==> config.mk <==
export PLATFORM = sky130hd
export DESIGN_NAME = codec_word_tx
export DESIGN_NICKNAME = d
export VERILOG_FILES = /design/src/rtl/codec_tx_pkg.sv /design/src/rtl/codec_tx_seq.sv /design/src/rtl/codec_tx_shift.sv /design/src/rtl/codec_tx_frames.sv /design/src/rtl/codec_word_tx.sv
export SDC_FILE = /design/constraint.sdc
export NUM_CORES = 1
export LEC_CHECK = 0
export BUFFER_PORTS_ARGS = -buffer_cell sky130_fd_sc_hd__buf_2
export CAP_MARGIN = 10
export CORE_ASPECT_RATIO = 0.5
export CORE_MARGIN = 2
export CORE_UTILIZATION = 49
export DETAILED_ROUTE_END_ITERATION = 10
export PLACE_DENSITY = 0.76
export SYNTH_ARGS = -nofsm -noshare
export SYNTH_HDL_FRONTEND = slang
export SYNTH_SLANG_ARGS = --single-unit
==> constraint.sdc <==
create_clock -name clk -period 1.9 [get_ports clk]
set_input_delay 0.38 -clock clk [delete_from_list [all_inputs] [get_ports clk]]
set_output_delay 0.38 -clock clk [all_outputs]
set_load 0.05 [all_outputs]
==> src/rtl/codec_tx_pkg.sv <==
package codec_tx_pkg;
  typedef enum logic [2:0] {
    ST_IDLE,
    ST_ARM,
    ST_BIT,
    ST_BGAP,
    ST_SGAP
  } seq_state_t;
endpackage

==> src/rtl/codec_tx_seq.sv <==
module codec_tx_seq
  import codec_tx_pkg::*;
#(
  parameter int WORD_W    = 16,
  parameter int BYTE_W    = 8,
  parameter int GAP_TICKS = 4
) (
  input  logic       clk,
  input  logic       rst,
  input  logic       shift_en,
  input  logic       accept,
  input  logic       req_sec,
  input  logic       byte_mode,
  input  logic       dual_mode,
  output logic       emit,
  output logic       start_sec,
  output logic       nxt_bit,
  output logic       nxt_sec,
  output logic       dual_q,
  output logic       idle
);
  localparam int CNT_W = $clog2(WORD_W);
  localparam int GAP_W = (GAP_TICKS > 1) ? $clog2(GAP_TICKS) : 1;
  localparam logic [CNT_W-1:0] LAST_WORD = CNT_W'(WORD_W - 1);
  localparam logic [CNT_W-1:0] LAST_BYTE = CNT_W'(BYTE_W - 1);
  localparam logic [GAP_W-1:0] GAP_LAST  = GAP_W'(GAP_TICKS - 1);

  seq_state_t       state_q, state_d;
  logic [CNT_W-1:0] cnt_q, cnt_d;
  logic [GAP_W-1:0] gap_q, gap_d;
  logic             half_q, half_d;
  logic             sec_q, sec_d;
  logic             bm_q, req_q;
  logic [CNT_W-1:0] unit_last;

  assign unit_last = bm_q ? LAST_BYTE : LAST_WORD;

  always_comb begin
    state_d   = state_q;
    cnt_d     = cnt_q;
    gap_d     = gap_q;
    half_d    = half_q;
    sec_d     = sec_q;
    emit      = 1'b0;
    start_sec = 1'b0;
    case (state_q)
      ST_IDLE: if (accept) state_d = ST_ARM;
      ST_ARM: if (shift_en) begin
        state_d = ST_BIT;
        cnt_d   = unit_last;
        half_d  = 1'b0;
        sec_d   = 1'b0;
        emit    = 1'b1;
      end
      ST_BIT: if (shift_en) begin
        if (cnt_q != '0) begin
          cnt_d = cnt_q - 1'b1;
          emit  = 1'b1;
        end else if (bm_q && !half_q) begin
          state_d = ST_BGAP;
          half_d  = 1'b1;
        end else if (!sec_q && req_q) begin
          state_d = ST_SGAP;
          gap_d   = GAP_LAST;
        end else begin
          state_d = ST_IDLE;
        end
      end
      ST_BGAP: if (shift_en) begin
        state_d = ST_BIT;
        cnt_d   = LAST_BYTE;
        emit    = 1'b1;
      end
      ST_SGAP: if (shift_en) begin
        if (gap_q != '0) begin
          gap_d = gap_q - 1'b1;
        end else begin
          state_d   = ST_BIT;
          cnt_d     = unit_last;
          half_d    = 1'b0;
          sec_d     = 1'b1;
          start_sec = 1'b1;
        end
      end
      default: state_d = ST_IDLE;
    endcase
  end

  always_ff @(posedge clk) begin
    if (rst) begin
      state_q <= ST_IDLE;
      cnt_q   <= '0;
      gap_q   <= '0;
      half_q  <= 1'b0;
      sec_q   <= 1'b0;
      bm_q    <= 1'b0;
      req_q   <= 1'b0;
      dual_q  <= 1'b0;
    end else begin
      state_q <= state_d;
      cnt_q   <= cnt_d;
      gap_q   <= gap_d;
      half_q  <= half_d;
      sec_q   <= sec_d;
      if (accept) begin
        bm_q   <= byte_mode;
        req_q  <= req_sec;
        dual_q <= dual_mode;
      end
    end
  end

  assign nxt_bit = (state_d == ST_BIT);
  assign nxt_sec = sec_d;
  assign idle    = (state_q == ST_IDLE);

  // a secondary gap is only ever entered from a primary word
  assert_gap_after_primary_R5: assert property (@(posedge clk) disable iff (rst)
    (state_q == ST_SGAP) |-> !sec_q);
  // acceptance only while idle
  assert_accept_idle_R3: assert property (@(posedge clk) disable iff (rst)
    accept |=> (state_q == ST_ARM));
endmodule

==> src/rtl/codec_tx_shift.sv <==
module codec_tx_shift #(
  parameter int WORD_W = 16,
  parameter int CTRL_W = 2
) (
  input  logic              clk,
  input  logic              rst,
  input  logic              shift_en,
  input  logic              load,
  input  logic              byte_mode,
  input  logic [WORD_W-1:0] pri_word,
  input  logic [WORD_W-1:0] sec_word,
  input  logic              emit,
  input  logic              start_sec,
  output logic              tx_data
);
  logic [WORD_W-1:0] sreg_q, sec_q;
  logic [WORD_W-1:0] pri_line, sec_line;

  function automatic logic [WORD_W-1:0] line_word(input logic [WORD_W-1:0] w,
                                                  input logic bm);
    logic [WORD_W-1:0] r;
    r = w;
    if (bm) r[CTRL_W-1:0] = '0;
    return r;
  endfunction

  assign pri_line = line_word(pri_word, byte_mode);
  assign sec_line = line_word(sec_word, byte_mode);

  always_ff @(posedge clk) begin
    if (rst) begin
      sreg_q  <= '0;
      sec_q   <= '0;
      tx_data <= 1'b0;
    end else begin
      if (load) begin
        sreg_q <= pri_line;
        sec_q  <= sec_line;
      end
      if (start_sec) begin
        tx_data <= sec_q[WORD_W-1];
        sreg_q  <= {sec_q[WORD_W-2:0], 1'b0};
      end else if (emit) begin
        tx_data <= sreg_q[WORD_W-1];
        sreg_q  <= {sreg_q[WORD_W-2:0], 1'b0};
      end else if (shift_en) begin
        tx_data <= 1'b0;
      end
    end
  end
endmodule

==> src/rtl/codec_tx_frames.sv <==
module codec_tx_frames (
  input  logic clk,
  input  logic rst,
  input  logic nxt_bit,
  input  logic nxt_sec,
  input  logic dual,
  output logic tx_frame_n,
  output logic rx_frame_n,
  output logic dw_frame_n
);
  always_ff @(posedge clk) begin
    if (rst) begin
      tx_frame_n <= 1'b1;
      rx_frame_n <= 1'b1;
      dw_frame_n <= 1'b1;
    end else begin
      tx_frame_n <= !nxt_bit;
      rx_frame_n <= !(nxt_bit && !nxt_sec);
      dw_frame_n <= !(nxt_bit && nxt_sec && dual);
    end
  end

  // receive frame only inside a transmit frame
  assert_rx_inside_tx_R7: assert property (@(posedge clk) disable iff (rst)
    !rx_frame_n |-> !tx_frame_n);
  // dual frame and receive frame never overlap
  assert_dw_excludes_rx_R8: assert property (@(posedge clk) disable iff (rst)
    !dw_frame_n |-> rx_frame_n);
endmodule

==> src/rtl/codec_word_tx.sv <==
module codec_word_tx #(
  parameter int WORD_W    = 16,
  parameter int BYTE_W    = 8,
  parameter int CTRL_W    = 2,
  parameter int GAP_TICKS = 4
) (
  input  logic              clk,
  input  logic              rst,
  input  logic              shift_en,
  input  logic              word_valid,
  input  logic [WORD_W-1:0] word_data,
  input  logic [WORD_W-1:0] sec_data,
  input  logic              byte_mode,
  input  logic              dual_mode,
  output logic              word_ready,
  output logic              tx_data,
  output logic              tx_frame_n,
  output logic              rx_frame_n,
  output logic              dw_frame_n
);
  logic accept, req_sec, emit, start_sec, nxt_bit, nxt_sec, dual_q, idle;

  assign word_ready = idle;
  assign accept     = word_valid && idle;
  assign req_sec    = &word_data[CTRL_W-1:0];

  codec_tx_seq #(.WORD_W(WORD_W), .BYTE_W(BYTE_W), .GAP_TICKS(GAP_TICKS)) u_seq (
    .clk(clk), .rst(rst), .shift_en(shift_en), .accept(accept),
    .req_sec(req_sec), .byte_mode(byte_mode), .dual_mode(dual_mode),
    .emit(emit), .start_sec(start_sec), .nxt_bit(nxt_bit), .nxt_sec(nxt_sec),
    .dual_q(dual_q), .idle(idle));

  codec_tx_shift #(.WORD_W(WORD_W), .CTRL_W(CTRL_W)) u_shift (
    .clk(clk), .rst(rst), .shift_en(shift_en), .load(accept),
    .byte_mode(byte_mode), .pri_word(word_data), .sec_word(sec_data),
    .emit(emit), .start_sec(start_sec), .tx_data(tx_data));

  codec_tx_frames u_frames (
    .clk(clk), .rst(rst), .nxt_bit(nxt_bit), .nxt_sec(nxt_sec), .dual(dual_q),
    .tx_frame_n(tx_frame_n), .rx_frame_n(rx_frame_n), .dw_frame_n(dw_frame_n));

  // no new word is taken while a frame is on the line
  assert_busy_in_frame_R3: assert property (@(posedge clk) disable iff (rst)
    !tx_frame_n |-> !word_ready);
  // data line quiet outside frames
  assert_quiet_data_R10: assert property (@(posedge clk) disable iff (rst)
    tx_frame_n |-> !tx_data);
  // the frame never starts on the accepting edge
  assert_arm_before_frame_R2: assert property (@(posedge clk) disable iff (rst)
    accept |=> tx_frame_n);
endmodule

# --- After elaboration in Yosys (flattened, before gate mapping) ---
# Index checks and enable logic that the tools add are counted.
classes:
  n_addsub: 2
  n_eq_ne: 16
  mux: 49
  n_reduce_logical: 26
ops:
  columns: ["cell", "n"]
  rows:
  - ["two-way mux 16 bit", 3]
  - ["two-way mux 4 bit", 7]
  - ["two-way mux 3 bit", 8]
  - ["AND reduction 7 bit", 3]
  - ["two-way mux 1 bit", 17]
  - ["two-way mux 2 bit", 8]
  - ["case mux 4 bit (4 select lines)", 1]
  - ["inequality test 2 bit, second input constant", 7]
  - ["case mux 3 bit (4 select lines)", 1]
  - ["== test 3 x 2 -> 1 bit, second input constant", 3]
  - ["nonzero test 3 bit", 3]
  - ["inequality test 2 x 1 -> 1 bit, second input constant", 4]
  - ["nonzero test 4 bit", 2]
  - ["logical AND 1 bit", 6]
  - ["logical NOT 1 bit", 6]
  - ["case mux 1 bit (2 select lines)", 2]
  - ["case mux 2 bit (2 select lines)", 1]
  - ["nonzero test 2 bit", 2]
  - ["subtractor 4 x 1 -> 4 bit, second input constant", 1]
  - ["== test 3 x 1 -> 1 bit, second input constant", 1]
  - ["== test 3 bit, second input constant", 1]
  - ["logical NOT 3 bit", 1]
  - ["case mux 1 bit (3 select lines)", 1]
  - ["OR reduction 3 bit", 1]
  - ["other kinds (3)", 3]
totals:
  ff_bits: 50
  inputBits: 38
  elab_cells: 108

# --- Depth between registers and ports, before layout ---
# Gate-level depths: netlist of run 1.
logic_depth:
  depth_word: 11
  mapped_depth: 8
  depth_no_buf: 7

# --- Modules after synthesis ---
# A second synthesis of run 1 with hierarchy kept.
unflattened:
  hier_cells: 291
  area_unflattened_um2: 2647.5
by_module_without_submodules:
  columns: ["mod", "n_inst", "cells_per_inst", "area_each_um2", "seq_area_each_um2"]
  rows:
  - ["codec_tx_shift", 1, 180, 1666.6, 660.6]
  - ["codec_tx_seq", 1, 103, 883.3, 280.3]
  - ["codec_tx_frames", 1, 6, 85.1, 60.1]
  - ["codec_word_tx", 1, 2, 12.5, 0.0]

# --- Least setup slack after synthesis of run 1 ---
# OpenSTA, ideal clock, no wires.
synth_timing:
  path_type: "flip-flop to flip-flop"
  from: "register u_seq.state_q[0]"
  to: "register u_shift.sec_q[11]"
  setup_time_ns: 0.132
  t_arrival_ns: 2.394
  required_ns: 1.768
  slack_ns: -0.626
  path_stages_with_launch: 8
  cell_sequence: "dfxtp_1 -> buf_2 -> nor3_1 -> nand2_1 -> clkbuf_1 -> clkbuf_1 -> nand2_1 -> a21oi_1"
synth_between:
  elab_chain_cells: 2
synth_rtl:
  columns: ["item", "line", "rtl"]
  rows:
  - ["start: declaration", "codec_tx_seq.sv:28", "seq_state_t state_q, state_d;"]
  - ["start signal: assignment", "codec_tx_seq.sv:100", "state_q <= state_d;"]
  - ["logical NOT 3 bit", "codec_tx_seq.sv:115", "assign idle = (state_q == ST_IDLE);"]
  - ["via word_ready", "codec_word_tx.sv:15", "output logic word_ready,"]
  - ["logical AND 1 bit", "codec_word_tx.sv:24", "assign accept = word_valid && idle;"]
  - ["end signal: assignment", "codec_tx_shift.sv:38", "sec_q <= sec_line;"]
  - ["end: declaration", "codec_tx_shift.sv:16", "logic [WORD_W-1:0] sreg_q, sec_q;"]
# The timed path passes the listed nets, and every way through them passes these cells.
# A chain may end at the register's enable or synchronous reset.

# --- Worst setup path in the final report of run 1 ---
layout_timing:
  from: "register u_seq.cnt_q[1]"
  to: "register u_seq.state_q[0]"
layout_between:
  elab_chain_cells: 4
layout_rtl:
  columns: ["item", "line", "rtl"]
  rows:
  - ["start: declaration", "codec_tx_seq.sv:29", "logic [CNT_W-1:0] cnt_q, cnt_d;"]
  - ["start signal: assignment", "codec_tx_seq.sv:101", "cnt_q <= cnt_d;"]
  - ["nonzero test 4 bit", "codec_tx_seq.sv:56", "if (cnt_q != '0) begin"]
  - ["two-way mux 3 bit", "codec_tx_seq.sv:56", null]
  - ["two-way mux 3 bit", "codec_tx_seq.sv:55", "ST_BIT: if (shift_en) begin"]
  - ["case mux 3 bit (4 select lines)", "codec_tx_seq.sv:46", "case (state_q)"]
# Every way passes these cells.

==> results by group, run 1 <==
Place
  • Setup WS pre-CTS: -334 ps
  • DPL Wire Length: 3840 um
  • GPL Wtd Cong: 0.861
  • Placed Instances: 385
  • Port Buffers: 42

Layout
  • Commonest cells after routing, fill and taps aside: nand2_1, dfxtp_1, buf_2
  • Number of diodes: 0
  • Register area: 1010 um2
  • FILL cells: 383
  • Share of layout cells above drive strength 1: 28.8%
  • Multi-input logic area: 1280 um2
  • Commonest non-fill, non-tap cell in the layout: nand2_1
  • Layout area overhead: 25.9%
  • Final std cells w/o fill: 394
  • Nets: 377

Timing
  • Fmax: 0.549 GHz
  • Worst Skew: 3.53 ps
  • Count of final max-slew check failures: 0
  • RSZ-0062 raised after global routing: true
  • Hold_ws: 303 ps
  • Worst slew pin tran: 479 ps
  • Minimum clock period: 1820 ps
  • Max-slew headroom: 68.1%
  • Final setup margin: 80.1 ps
  • Final setup viols: 0
  • Fin. Hold Viols: 0
  • Fin crit share: 95.8%

Clock network
  • Worst skew pair latency: 300 ps
  • Clk pin slew, worst setup/hold paths: 90 ps
  • CTS root buf: clkbuf_8
  • TritonCTS clock tree: done
  • CTS Buf Count: 5
  • Clk buf depth: 2
  • # clock sinks: 50
  • Max H-tree Level: 2
  • Post-CTS Hold Buffers: 0

GRT
  • GRT overflow: 0
  • GRT Util Overall: 22.9%
  • Met2 usage: 37.9%
  • Met1 Use GR: 30.0%
  • Largest net degree at the start of global routing: 46
  • First-pass GRT wire length: 9470 um
  • Number of global-route vias before repair: 2068
  • Initial antenna violation count: 0
  • Grt peak-use layer: met2
  • GRT met3 Usage: 5.73%

Worst setup path
  • Cell Chain, Critical Path: inv_2 -> ha_4 -> or3b_4 -> buf_6 -> nor2_4 -> nand4b_1 -> a31oi_4 -> and2_4
  • R2R depth: 8
  • WP data arrival: 2070 ps
  • Crit. path cell count: 8
  • CP Launch Type: flip-flop
  • CP peak stage delay: 390 ps
  • Buf/Inv on CP: 2
  • CP endpoint kind: flip-flop
  • Worst Path Required: 2150 ps
  • Critical path class: flip-flop to flip-flop
  • CP max FO: 4
  • Slowest cell on crit path: or3b_4
  • CP delay by family, top: simple AND/OR/NAND/NOR gates

Run status
  • Outcome: completed

Drt
  • Total Routed Length: 5750 um
  • Avg WL per Cell: 14.6 um
  • Via count: 2220
  • Detail Route Antenna Nets: 0
  • Router iterations before antenna repair: 4
  • # DRC: 0
  • DR vias/cell: 5.63
  • DRT iter0 DRCs: 106

Floorplanning
  • Chip height: 52.6 um
  • Core region area: 4470 um2
  • Num ports: 43
  • Initial Utilization: 51.9%
  • Die ar.: 5330 um2
  • Die W: 101 um
  • Rows: 17

Power
  • Sequential Power Share: 49.1%
  • Switching Fraction: 28.1%
  • Post-layout total power: 2410 uW
  • Peak VDD IR: 367 uV
  • Clock power share: 31.0%
  • Logic pwr share: 19.9%
  • P_leak: 0.00113 uW
  • Pwr Density: 828 nW/um2
  • NetSw: 677 uW
  • Internal: 1740 uW

Synthesis
  • Synth Instances: 284
  • FF+latch count, synth: 50
  • Synth warn: 0
  • Post-synthesis average cell area: 8.16 um2
  • Post-Syn Area: 2320 um2
  • Synth cell types: 41
  • Post-Syn Nets: 325
  • Register area share after synthesis: 43.2%

Min path
  • Hold path depth: 3
  • Hold Crit Class: input port to flip-flop

Job
  • Total of max-cap violations: 0
==> cells by family after synthesis <==
logic type | Yosys count | share of synthesized area [%]
flops | 50 | 43.2
buf+inv | 29 | 5.51
simple gates | 124 | 25.8
compound gates | 76 | 22.9
mux | 2 | 0.918
fa+ha+maj | 3 | 1.62
==> cells in the mapped netlist <==
cell | n | area [um2]
a22oi_1 | 16 | 120
buf_4 | 2 | 15.0
a21oi_1 | 27 | 135
buf_2 | 9 | 45.0
and2_1 | 3 | 18.8
o21bai_1 | 1 | 7.51
or3_1 | 2 | 12.5
nand3b_1 | 4 | 30.0
a21boi_0 | 1 | 7.51
o21ai_0 | 4 | 20.0
and4_1 | 1 | 8.76
a311oi_1 | 15 | 131
and3b_1 | 2 | 17.5
o31ai_1 | 1 | 7.51
inv_2 | 1 | 3.75
a31oi_1 | 2 | 12.5
and4bb_2 | 1 | 12.5
nor2b_1 | 4 | 25.0
or3b_2 | 1 | 8.76
nand2b_1 | 2 | 12.5
nor3_1 | 6 | 30.0
nand4b_1 | 1 | 8.76
clkbuf_1 | 10 | 37.5
inv_1 | 7 | 26.3
nor3b_1 | 3 | 22.5
mux2_2 | 1 | 11.3
a221oi_1 | 2 | 17.5
a221oi_4 | 1 | 26.3
nor2_1 | 31 | 116
o221ai_1 | 2 | 17.5
nand4bb_4 | 1 | 27.5
o22ai_1 | 1 | 6.26
nor3_2 | 1 | 10.0
ha_1 | 3 | 37.5
or2_2 | 1 | 6.26
dfxtp_1 | 50 | 1000
a211oi_1 | 3 | 22.5
nand2_1 | 58 | 218
mux2i_1 | 1 | 10.0
or4_1 | 1 | 7.51
nand3_1 | 1 | 5.00
==> area by class of cell <==
cell class / count / share of cell area, %
Multi-Input combinational cell: 205 / 43.9
Clock inverter: 2 / 1.29
Clock buffer: 6 / 2.49
Sequential cell: 50 / 34.5
Tap cell: 57 / 2.44
Inverter: 8 / 1.03
Timing Repair Buffer: 66 / 14.4
==> through the flow <==
step | instance area, um2 | utilization (%) | TNS, ps
2_1_floorplan | 2330 | - | 0
3_3_place_gp | 2700 | 60.4 | -2240
3_5_place_dp | 2700 | 60.4 | -4230
4_1_cts | 2870 | 64.1 | 0
5_1_grt | 2920 | 65.3 | -18.7
6_report | 2920 | 65.3 | 0
==> final timing paths <==
kind	start	endpoint	slack, ps
setup / recovery	u_seq.cnt_q[1]	u_seq.state_q[0]	80
hold / removal	sec_data[9]	u_shift.sec_q[9]	300
setup reg to reg	u_seq.cnt_q[1]	u_seq.state_q[0]	80
hold reg to reg	u_shift.sec_q[0]	u_shift.sec_q[0]	460
==> state kept, by name (all words and copies together), names as in the netlist <==
register             flops
u_seq.bm_q               1
u_frames.rx_frame_n      1
u_frames.dw_frame_n      1
u_seq.half_q             1
u_shift.sec_q           16
u_seq.gap_q              2
u_seq.sec_q              1
u_seq.req_q              1
u_seq.state_q            3
u_shift.tx_data          1
u_shift.sreg_q          16
u_frames.tx_frame_n      1
u_seq.cnt_q              4
u_seq.dual_q             1
==> per-layer routing <==
metal  vias to the layer above  routed length (um)  share of wire (%)
li1                       1109                   -                  -
met1                      1052                2700                 47
met2                        53                2750                 48
met3                         6                 231                4.0
met4                         0                  60                1.0
met5                         -                   0                  0
==> power groups by stage <==
stage / Sequential (uW) / Clock [uW] / Combinational (uW)
2_1_floorplan: 1190 / 0 / 296
3_3_place_gp: 1200 / 0 / 421
3_5_place_dp: 1200 / 0 / 437
4_1_cts: 1180 / 760 / 460
5_1_grt: 1200 / 809 / 532
6_report: 1190 / 748 / 481
==> tightest hold or removal path, delay by kind of cell <==
family / cells / cell delay (ps)
AO/OA/AOI/OAI: 1 / 50
AND/OR/NAND/NOR: 1 / 40
buffers and inverters: 1 / 90
==> repair_timing <==
action                                  in CTS  in global routing
endpoints found under the setup margin      21                 15
setup buffers                                1                  0
resized for setup                           10                 13
pin swaps                                    2                  4
Note: power is estimated with default switching activity, not from simulation.
==> run 2, diff against run 1 <==
--- a/config.mk
+++ b/config.mk
@@ -5,11 +5,12 @@
 export SDC_FILE = /design/constraint.sdc
 export NUM_CORES = 1
 export LEC_CHECK = 0
+export ABC_AREA = 1
 export BUFFER_PORTS_ARGS = -buffer_cell sky130_fd_sc_hd__buf_2
 export CAP_MARGIN = 10
 export CORE_ASPECT_RATIO = 0.5
 export CORE_MARGIN = 2
-export CORE_UTILIZATION = 49
+export CORE_UTILIZATION = 50
 export DETAILED_ROUTE_END_ITERATION = 10
 export PLACE_DENSITY = 0.76
 export SYNTH_ARGS = -nofsm -noshare
==> constraint.sdc (replaced) <==
create_clock -name clk -period 1.9 [get_ports clk]
set_input_delay 0.095 -clock clk [delete_from_list [all_inputs] [get_ports clk]]
set_output_delay 0.095 -clock clk [all_outputs]
set_load 0.05 [all_outputs]
==> run 2 against run 1 <==
Register-to-register slack better by 210 ps. Power up 7.0%. Critical path depth up 3. Worst setup slack better by 210 ps. Largest cell class unchanged. Fmax up 13%. First-iteration DRC count down 22%. Via count up 12%. Critical endpoint is now u_shift.sreg_q[8]. Critical path type unchanged. Die area up 7.2%. Combinational power up 4.4%. Synthesized cell count up 35%.
==> results by group, run 2 <==
Synthesis
  • Post-synth EDFFs: 0
  • Synth warn: 0
  • Post-Syn Area: 2540 um2
  • Ys flop type: dfxtp_1
  • Top post-synthesis cells by area: dfxtp_1, nand2_1, nor2_1
  • FF+latch count, synth: 50
  • Area leader, netlist: dfxtp_1
  • Post-synthesis average cell area: 6.64 um2
  • Post-Syn Nets: 424
  • Synth cell count leaders: nand2_1, nor2_1, dfxtp_1
  • Register area share after synthesis: 39.3%
  • Count leader, synth: nand2_1
  • Ys async rst share: 0%
  • Synth cell types: 30
  • Yosys top cell area share: 39.3%
  • Synth Instances: 383

Power
  • Sequential Power Share: 45.6%
  • Peak VDD IR: 552 uV
  • P_leak: 0.00138 uW
  • NetSw: 737 uW
  • Internal: 1850 uW
  • Logic pwr share: 19.4%
  • Clock power share: 35.0%
  • Pwr Density: 883 nW/um2
  • Switching Fraction: 28.5%

GRT
  • Largest net degree at the start of global routing: 29
  • Initial antenna violation count: 0
  • GRT overflow: 0
  • First-pass GRT wire length: 9930 um
  • Number of global-route vias before repair: 2250
  • GRT Util Overall: 22.0%

Place
  • Port Buffers: 42
  • Area after DPL: 2790 um2
  • DPL Wire Length: 4110 um
  • Placed Instances: 485
  • Setup WS pre-CTS: 351 ps
  • GPL Wtd Cong: 0.905

Timing
  • RSZ-0062 raised after global routing: false
  • Count of final max-slew check failures: 0
  • Max-slew headroom: 69.8%
  • Fin. Hold Viols: 0
  • Final setup margin: 291 ps
  • Fin crit share: 84.7%
  • Minimum clock period: 1610 ps
  • Fmax: 0.621 GHz
  • Worst Skew: 5.79 ps
  • Final setup viols: 0
  • Worst slew pin tran: 452 ps
  • Post-Route Setup TNS: 0 ps

Clock network
  • CTS root buf: clkbuf_8
  • TritonCTS clock tree: done
  • Clk buf depth: 2
  • Post-CTS Hold Buffers: 0
  • Clk pin slew, worst setup/hold paths: 100 ps
  • Worst skew pair latency: 310 ps
  • # clock sinks: 50
  • Max H-tree Level: 2
  • # resized after CTS: 0
  • CTS Buf Count: 5
  • Total setup buffers inserted after CTS: 0

Floorplanning
  • Chip height: 54.4 um
  • Num ports: 43
  • Die W: 105 um
  • Initial Utilization: 51.8%
  • Core region area: 4910 um2
  • Die ar.: 5710 um2
  • Rows: 18

Drt
  • DRT iter0 DRCs: 83
  • Via count: 2489
  • DR vias/cell: 5.05
  • Router iterations before antenna repair: 4
  • # DRC: 0
  • Avg WL per Cell: 11.9 um
  • Detail Route Antenna Nets: 0
  • Total Routed Length: 5850 um

Layout
  • Commonest cells after routing, fill and taps aside: nand2_1, nor2_1, dfxtp_1
  • Largest regs: u_shift.sec_q x16, u_shift.sreg_q x16, u_seq.cnt_q x4
  • Final core utilization: 59.6%
  • Register area: 1000 um2
  • Final std cells w/o fill: 493
  • Multi-input logic area: 1350 um2
  • Commonest non-fill, non-tap cell in the layout: nand2_1
  • Final instance area: 2920 um2
  • Number of diodes: 0
  • Layout area overhead: 14.9%
  • Share of layout cells above drive strength 1: 17.3%
  • FILL cells: 493
  • Nets: 463

Worst setup path
  • Critical path class: flip-flop to flip-flop
  • WP data arrival: 1820 ps
  • CP Launch Type: flip-flop
  • CP max FO: 16
  • Worst Path Required: 2110 ps
  • CP endpoint kind: flip-flop

Job
  • Total of max-cap violations: 0

Min path
  • Hold Crit Class: input port to flip-flop

Run status
  • Outcome: completed
==> run 2: stage by stage <==
stage | power [uW] | hold slack [ps]
finish | 2580 | 21.1
global route | 2720 | 27.7
CTS | 2600 | 13.7
floorplan | 1580 | 238
global placement | 1680 | 346
detailed placement | 1700 | 351
==> run 2: area by class of cell <==
class / count / share of cell area (%)
Clock inverter: 3 / 2.35
Multi-Input combinational cell: 292 / 46.1
Inverter: 25 / 3.25
Sequential cell: 50 / 34.2
Clock buffer: 5 / 2.35
Timing Repair Buffer: 48 / 8.73
Tap cell: 70 / 3.00
==> run 2: critical path, stage by stage (launching register included) <==
cell and delay (ps):
dfxtp_1 380, inv_1 60, ha_1 210, nand2_1 100, inv_1 70, nand3_2 110, nand2_2 60, clkinv_2 60
buf_4 220, nand3b_1 100, nand2_1 80, nor2_1 50
==> run 2: power groups by stage <==
stage | logic, uW | clock network, uW | registers (uW)
CTS | 504 | 920 | 1180
finish | 502 | 903 | 1180
floorplan | 381 | 0 | 1200
detailed placement | 501 | 0 | 1200
global route | 576 | 957 | 1190
global placement | 483 | 0 | 1200
==> run 2: final timing paths <==
path,from,endpoint,slack [ps],cells after the start
hold reg to reg,u_seq.dual_q,u_seq.dual_q,460,2
setup / recovery,u_seq.gap_q[0],u_shift.sreg_q[8],290,11
hold / removal,sec_data[8],u_shift.sec_q[8],20,3
setup reg to reg,u_seq.gap_q[0],u_shift.sreg_q[8],290,11
==> run 2: cell families (layout without fill, tap and decap cells) <==
| logic type | Yosys count | count (layout) | synth area share (%) |
|---|---|---|---|
| AND/OR/NAND/NOR | 253 | 253 | 44.0 |
| adder cells (fa/ha/maj) | 3 | 3 | 1.48 |
| flip-flops | 50 | 50 | 39.3 |
| AO/OA/AOI/OAI | 35 | 35 | 7.13 |
| XOR/XNOR | 1 | 1 | 0.344 |
| buffers and inverters | 41 | 81 | 7.72 |
==> run 2: per-layer routing <==
layer	vias to the layer above	GRT usage [%]	share of wire (%)
li1	1269	-	-
met1	1149	26.8	45
met2	65	39.8	49
met3	6	4.76	5.1
met4	0	8.00	0.79
met5	-	0	0
